[src/rtl/tld_pkg.sv]
package tld_pkg;

  typedef struct packed {
    logic hi;
    logic lo;
  } leg_gate_t;

  function automatic int cnt_width(input int delay);
    return (delay < 1) ? 1 : $clog2(delay + 1);
  endfunction

endpackage

[src/rtl/tld_sync.sv]
module tld_sync #(
  parameter int STAGES = 2
) (
  input  logic clk_i,
  input  logic rst_ni,
  input  logic d_i,
  output logic q_o,
  output logic q_next_o
);
  logic [STAGES-1:0] stage_q;

  generate
    for (genvar s = 0; s < STAGES; s++) begin : g_stage
      if (s == 0) begin : g_first
        always_ff @(posedge clk_i or negedge rst_ni) begin
          if (!rst_ni) stage_q[0] <= 1'b0;
          else         stage_q[0] <= d_i;
        end
      end else begin : g_next
        always_ff @(posedge clk_i or negedge rst_ni) begin
          if (!rst_ni) stage_q[s] <= 1'b0;
          else         stage_q[s] <= stage_q[s-1];
        end
      end
    end
  endgenerate

  assign q_o      = stage_q[STAGES-1];
  // value q_o takes at the next edge, used for early edge detect
  assign q_next_o = stage_q[STAGES-2];

  initial begin
    if (STAGES < 2) $error("tld_sync needs at least two stages");
  end
endmodule

[src/rtl/tld_leg.sv]
module tld_leg
  import tld_pkg::*;
#(
  parameter int DELAY = 8
) (
  input  logic      clk_i,
  input  logic      rst_ni,
  input  logic      cmd_i,
  input  logic      cmd_next_i,
  output leg_gate_t raw_o
);
  localparam int             CW   = cnt_width(DELAY);
  localparam logic [CW-1:0]  CMAX = CW'(DELAY);

  logic [CW-1:0] cnt_q;
  logic          settled;

  // count restarts on every level change of the synchronized command
  always_ff @(posedge clk_i or negedge rst_ni) begin
    if (!rst_ni)                  cnt_q <= '0;
    else if (cmd_next_i != cmd_i) cnt_q <= '0;
    else if (cnt_q != CMAX)       cnt_q <= cnt_q + 1'b1;
  end

  assign settled  = (cnt_q == CMAX);
  assign raw_o.hi = cmd_i & settled;
  assign raw_o.lo = ~cmd_i & settled;

  AST_HI_OFF_AT_FALL: assert property (@(posedge clk_i) disable iff (!rst_ni)
    $fell(cmd_i) |-> !raw_o.hi);
  AST_LO_OFF_AT_RISE: assert property (@(posedge clk_i) disable iff (!rst_ni)
    $rose(cmd_i) |-> !raw_o.lo);
  AST_HI_ON_AFTER_HOLD: assert property (@(posedge clk_i) disable iff (!rst_ni)
    $rose(raw_o.hi) |-> $past(cmd_i));
  AST_LO_ON_AFTER_HOLD: assert property (@(posedge clk_i) disable iff (!rst_ni)
    $rose(raw_o.lo) |-> !$past(cmd_i));
  AST_CNT_BOUND: assert property (@(posedge clk_i) disable iff (!rst_ni)
    cnt_q <= CMAX);
endmodule

[src/rtl/tld_gate.sv]
module tld_gate
  import tld_pkg::*;
#(
  parameter bit ACTIVE_LOW = 1'b0
) (
  input  leg_gate_t raw_i,
  input  logic      en_all_i,
  input  logic      en_hi_i,
  input  logic      en_lo_i,
  output logic      hi_o,
  output logic      lo_o
);
  logic hi_on, lo_on;

  assign hi_on = raw_i.hi & en_hi_i & en_all_i;
  assign lo_on = raw_i.lo & en_lo_i & en_all_i;

  generate
    if (ACTIVE_LOW) begin : g_inv
      assign hi_o = ~hi_on;
      assign lo_o = ~lo_on;
    end else begin : g_pass
      assign hi_o = hi_on;
      assign lo_o = lo_on;
    end
  endgenerate
endmodule

[src/rtl/tri_leg_deadtime.sv]
module tri_leg_deadtime
  import tld_pkg::*;
#(
  parameter int NUM_LEGS    = 3,
  parameter int DELAY       = 8,
  parameter int SYNC_STAGES = 2,
  parameter bit ACTIVE_LOW  = 1'b0
) (
  input  logic                clk_i,
  input  logic                rst_ni,
  input  logic [NUM_LEGS-1:0] cmd_i,
  input  logic                en_all_i,
  input  logic [NUM_LEGS-1:0] en_hi_i,
  input  logic [NUM_LEGS-1:0] en_lo_i,
  output logic [NUM_LEGS-1:0] gate_hi_o,
  output logic [NUM_LEGS-1:0] gate_lo_o
);
  localparam logic OFF_LVL = ACTIVE_LOW;

  logic [NUM_LEGS-1:0] cmd_s, cmd_s_next;
  leg_gate_t           raw [NUM_LEGS];

  generate
    for (genvar g = 0; g < NUM_LEGS; g++) begin : g_leg
      tld_sync #(.STAGES(SYNC_STAGES)) u_sync (
        .clk_i    (clk_i),
        .rst_ni   (rst_ni),
        .d_i      (cmd_i[g]),
        .q_o      (cmd_s[g]),
        .q_next_o (cmd_s_next[g])
      );

      tld_leg #(.DELAY(DELAY)) u_leg (
        .clk_i      (clk_i),
        .rst_ni     (rst_ni),
        .cmd_i      (cmd_s[g]),
        .cmd_next_i (cmd_s_next[g]),
        .raw_o      (raw[g])
      );

      tld_gate #(.ACTIVE_LOW(ACTIVE_LOW)) u_gate (
        .raw_i    (raw[g]),
        .en_all_i (en_all_i),
        .en_hi_i  (en_hi_i[g]),
        .en_lo_i  (en_lo_i[g]),
        .hi_o     (gate_hi_o[g]),
        .lo_o     (gate_lo_o[g])
      );

      AST_NO_OVERLAP: assert property (@(posedge clk_i) disable iff (!rst_ni)
        !((gate_hi_o[g] != OFF_LVL) && (gate_lo_o[g] != OFF_LVL)));
      AST_HI_MASKED: assert property (@(posedge clk_i) disable iff (!rst_ni)
        !en_hi_i[g] |-> gate_hi_o[g] == OFF_LVL);
      AST_LO_MASKED: assert property (@(posedge clk_i) disable iff (!rst_ni)
        !en_lo_i[g] |-> gate_lo_o[g] == OFF_LVL);
    end
  endgenerate

  AST_GLOBAL_OFF: assert property (@(posedge clk_i) disable iff (!rst_ni)
    !en_all_i |-> (gate_hi_o == {NUM_LEGS{OFF_LVL}}) && (gate_lo_o == {NUM_LEGS{OFF_LVL}}));

  initial begin
    if (DELAY < 1) $error("DELAY must be at least one cycle");
  end
endmodule

[config.mk]
export PLATFORM = sky130hd
export DESIGN_NAME = tri_leg_deadtime
export DESIGN_NICKNAME = d
export VERILOG_FILES = /design/src/rtl/tld_pkg.sv /design/src/rtl/tld_sync.sv /design/src/rtl/tld_leg.sv /design/src/rtl/tld_gate.sv /design/src/rtl/tri_leg_deadtime.sv
export SDC_FILE = /design/constraint.sdc
export NUM_CORES = 1
export LEC_CHECK = 0
export ABC_AREA = 1
export BUFFER_PORTS_ARGS = -buffer_cell sky130_fd_sc_hd__buf_4
export CORE_MARGIN = 2
export CORE_UTILIZATION = 35
export CTS_CLUSTER_SIZE = 40
export DETAILED_ROUTE_END_ITERATION = 6
export GPL_TIMING_DRIVEN = 1
export SYNTH_ARGS = -nofsm -noshare
export SYNTH_HDL_FRONTEND = slang
export SYNTH_SLANG_ARGS = --single-unit
[constraint.sdc]
create_clock -name clk_i -period 2.65 [get_ports clk_i]
set_clock_uncertainty 0.2 [all_clocks]
set_input_delay 0.3975 -clock clk_i [delete_from_list [all_inputs] [get_ports clk_i]]
set_output_delay 0.3975 -clock clk_i [all_outputs]
set_load 0.01 [all_outputs]
=== Word level (Yosys, flattened, before mapping) ===
Cells that the tools add are included.

* Bits in registers: 18
* Bits in latches: 0
* RAM bits: 0
* ROM bits: 0
* Word-level logic and storage cells: 51
* Memories: 0

* Add/subtract/negate cells: 3
* Multiply operators: 0
* Divide/modulo/power cells: 0
* Order comparisons: 0
* Eq/ne operators: 9
* Shift-type cells: 0
* Muxes and demuxes: 6
* Bitwise logic cells: 21
* Reduce and logical (&&, ||, !) cells: 3

{| class="wikitable"
|+ Operator list
! operator !! count
|-
| 2-to-1 mux 4 bit || 6
|-
| bitwise AND 1 bit || 18
|-
| adder 4 x 1 -> 4 bit, second input constant || 3
|-
| equality test 4 bit, second input constant || 3
|-
| != test 4 bit, second input constant || 3
|-
| nonzero test 2 bit || 3
|-
| != test 1 bit || 3
|-
| inverter 1 bit || 3
|}

=== Longest topological paths before layout ===
* Depth after elaboration: 4
* Gate-level depth with buffers: 6
* Gate-level depth less buffers: 6

=== Hierarchy ===
A second synthesis with hierarchy kept.

* Cells, all modules: 129
* Area, all modules: 1028.5 µm²

{| class="wikitable"
|+ By module, submodules not included
! module !! times used !! cells an instance !! area an instance (µm²)
|-
| tld_leg || 3 || 36 || 274.0
|-
| tld_sync || 3 || 2 || 50.0
|-
| tld_gate || 3 || 5 || 18.8
|}

=== Worst setup path before layout ===
No wires, ideal clock.

* Kind: reg-to-output
* From: register g_leg[1].u_leg.cnt_q[0]
* To: output port gate_lo_o[1]
* Arrival time: 976 ps
* Data required time: 2053 ps
* Slack: 1076 ps
* Cell stages (with the launch flop): 6
* Path buffers: 1
* Cells stage by stage: dfrtp_1 inv_1 ha_1 nand3_2 nor2_1 buf_4

* Longest elaborated chain between the ends: 4

{| class="wikitable"
|+ RTL lines
! what !! RTL line !! text
|-
| start: declaration || tld_leg.sv:15 || <nowiki>logic [CW-1:0] cnt_q;</nowiki>
|-
| start signal: assignment || tld_leg.sv:22 || <nowiki>else if (cnt_q != CMAX) cnt_q <= cnt_q + 1'b1;</nowiki>
|-
| equality test 4 bit || tld_leg.sv:25 || <nowiki>assign settled = (cnt_q == CMAX);</nowiki>
|-
| bitwise AND 1 bit || tld_leg.sv:27 || <nowiki>assign raw_o.lo = ~cmd_i & settled;</nowiki>
|-
| bitwise AND 1 bit (2 in a row) || tld_gate.sv:16 || <nowiki>assign lo_on = raw_i.lo & en_lo_i & en_all_i;</nowiki>
|-
| end: declaration || tri_leg_deadtime.sv:16 || <nowiki>output logic [NUM_LEGS-1:0] gate_lo_o</nowiki>
|}

No other way between the ends.

=== Worst setup path after layout ===
Same ends and word-level chain as after synthesis.

==> results.sh <==
export IMPL_hpwl_um=1346
export IMPL_clkTransAtPathRegs_ns=0.10
export IMPL_hp_class="flop to flop"
export IMPL_overflow=0
export IMPL_syn_to_final_growth_pct=19.41
export IMPL_antenna_cells=0
export IMPL_clockBufferDepth=2
export IMPL_num_io_pins=18
export IMPL_cts_htree_levels=1
export IMPL_max_stage_delay_ns=0.44
export IMPL_syn_avg_cell_area_sq_um=8.020
export IMPL_cp_start_kind="flop"
export IMPL_dr_pass1_iters=2
export IMPL_critical_path_peak_fanout=5
export IMPL_hold_depth=0
export IMPL_cts_sinks=18
export IMPL_avgViaCountPerCell=4.492
export IMPL_dp_slack_ns=0.9811
export IMPL_synth_edf_count=0
export IMPL_synthCells=127
export IMPL_critPathArrivalTime_ns=1.40
export IMPL_post_cts_resized=0
export IMPL_die_area_sq_um=3358
export IMPL_tns_ns=0
export IMPL_reg2reg_depth=6
export IMPL_post_cts_setup_buffer_count=0
export IMPL_finalHoldViolCount=0
export IMPL_die_w_um=57.95
export IMPL_avgRoutedWirePerCell_um=9.650
export IMPL_critical_path_required_ns=2.05
export IMPL_place_gp_congestion=0.7631
export IMPL_core_sq_um=2758
export IMPL_wl_met3_um=71
export IMPL_crit_type="flop to output pin"
export IMPL_netlist_top_cells_area="dfrtp_1, nand3_1, nand2_1"
export IMPL_cap_violations=0
export IMPL_ys_types=14
export IMPL_period_minus_slack_ns=2.001
export IMPL_relSlewSlack=0.8526
export IMPL_nNetsFinal=165
export IMPL_cp_num_cells=5
export IMPL_hold_buffers=1
export IMPL_async_flop_share=1.000
export IMPL_clkLatencyLatePin_ns=0.29
export IMPL_grt_usage=0.1167
export IMPL_yosys_cell_count_top_type="nand2_1"
export IMPL_top_layer_used="met4"
export IMPL_drive_gt1_frac=0.2534
export IMPL_cts_root_buf="clkbuf_4"
export IMPL_start_util=0.3693
export IMPL_yosys_top_cells_count="nand2_1, nand3_1, inv_1"
export IMPL_critPathTopFamily="flip-flops"
export IMPL_yosysWarningCount=0
export IMPL_cts_tree="yes"
export IMPL_drc=0
export IMPL_synth_nets=145
export IMPL_dr_wl_met2_um=731
export IMPL_seq_area_frac_synth=0.4423
export IMPL_grt_pass1_wl_um=3049
export IMPL_leakagePower_nw=0.6131
export IMPL_final_period_utilization=0.7552
export IMPL_status="complete, no violations"
export IMPL_crit_buf_inv=2
export IMPL_met1_length_um=879
export IMPL_synth_top_area_share=0.4423
export IMPL_finalWirelength_um=1708
export IMPL_p_per_area_nw_per_um2=459.9
export IMPL_dr_first_iter_drc_count=16
export IMPL_grt_max_degree=19
export IMPL_finalMaxSlewViolations=0
export IMPL_rsz0062_at_grt="no"
export IMPL_setup_violations_final=0
export IMPL_hold_ws_ns=0.2123
export IMPL_cp_slowest_cell="dfrtp_1"
export IMPL_postSynth_topFlopCell="dfrtp_1"
export IMPL_postRouteAntennaNets=0
export IMPL_vias=795
export IMPL_finalWorstSetupSlack_ns=0.6488
export IMPL_port_buffers=17
export IMPL_placementRows=19
export IMPL_antenna_found_initial=0
export IMPL_ys_seq_elements=18
export IMPL_die_h_um=57.95
export IMPL_critPathCaptureType="output pin"
export IMPL_netlist_area_sq_um=1018
export IMPL_numCtsBuffers=3
export IMPL_vdd_drop_max_mv=0.3463
export IMPL_cp_cell_sequence="inv_1, ha_1, nand3_2, nor2_1, buf_4"
export IMPL_utilization=0.4410
export IMPL_tightest_slew_ns=0.2211
export IMPL_yosys_area_top_type="dfrtp_1"
export IMPL_fmax_ghz=0.4997
export IMPL_first_global_vias=769
-- registers in the layout, indices dropped and copies added, names as in the netlist --
name	flops
g_leg.u_sync.q_o	3
g_leg.u_sync.q_next_o	3
g_leg.u_leg.cnt_q	12
-- metal layers --
layer,track usage,vias to the layer above
met4,0.05980,0
met3,0.02009,4
li1,-,426
met5,0,-
met2,0.1802,19
met1,0.1574,346
-- cell families after synthesis --
kind of cell / after synthesis / share of synthesized area
adder cells (fa/ha/maj): 6 / 0.07371
AND/OR/NAND/NOR: 72 / 0.3378
flip-flops: 18 / 0.4423
AO/OA/AOI/OAI: 1 / 0.008601
buffers and inverters: 29 / 0.1290
XOR/XNOR: 1 / 0.008601
-- layout make-up --
cell class | instances | area (sq um)
Tap cell | 31 | 38.79
Multi-Input combinational cell | 80 | 436.7
Inverter | 23 | 86.33
Clock buffer | 4 | 36.28
Timing Repair Buffer | 21 | 167.7
Fill cell | 277 | 1541
Sequential cell | 18 | 450.4
-- per-stage QoR --
| step | cells | total power, mW | cell area, sq um |
|---|---|---|---|
| 2_1_floorplan | 127 | 0.3635 | 1018 |
| 3_3_place_gp | 169 | 0.3922 | 1140 |
| 3_5_place_dp | 169 | 0.3967 | 1140 |
| 4_1_cts | 174 | 0.5634 | 1186 |
| 5_1_grt | 177 | 0.5964 | 1216 |
| 6_report | 177 | 0.5594 | 1216 |
-- cells in the final DEF, fill, tap and decap left out --
| cell type | instances |
|---|---|
| clkbuf_4 | 3 |
| nand4_1 | 3 |
| xnor2_1 | 1 |
| buf_4 | 17 |
| nor2_2 | 4 |
| a21oi_2 | 1 |
| nand3_2 | 3 |
| inv_2 | 4 |
| dfrtp_1 | 18 |
| nand3_1 | 22 |
| ha_1 | 6 |
| nand2_1 | 26 |
| clkbuf_8 | 1 |
| inv_1 | 19 |
| nor2_1 | 10 |
| nand2_2 | 4 |
| dlygate4sd3_1 | 4 |
-- where the power goes --
group	switching (mW)	internal, mW
Clock	0.0810	0.0837
Sequential	0.0210	0.292
Combinational	0.0441	0.0381
Total	0.146	0.413
-- final timing paths --
kind,startpoint,to,slack (ns)
min in group asynchronous,rst_ni,g_leg[1].u_leg.cnt_q[1],0.29
setup / recovery,g_leg[1].u_leg.cnt_q[0],gate_lo_o[1],0.65
hold reg to reg,g_leg[0].u_sync.q_next_o,g_leg[0].u_sync.q_o,0.21
max in group asynchronous,rst_ni,g_leg[2].u_sync.q_next_o,1.77
setup reg to reg,g_leg[1].u_leg.cnt_q[0],g_leg[1].u_leg.cnt_q[0],1.33
hold / removal,g_leg[0].u_sync.q_next_o,g_leg[0].u_sync.q_o,0.21
Note: power is estimated with default switching activity, not from simulation.
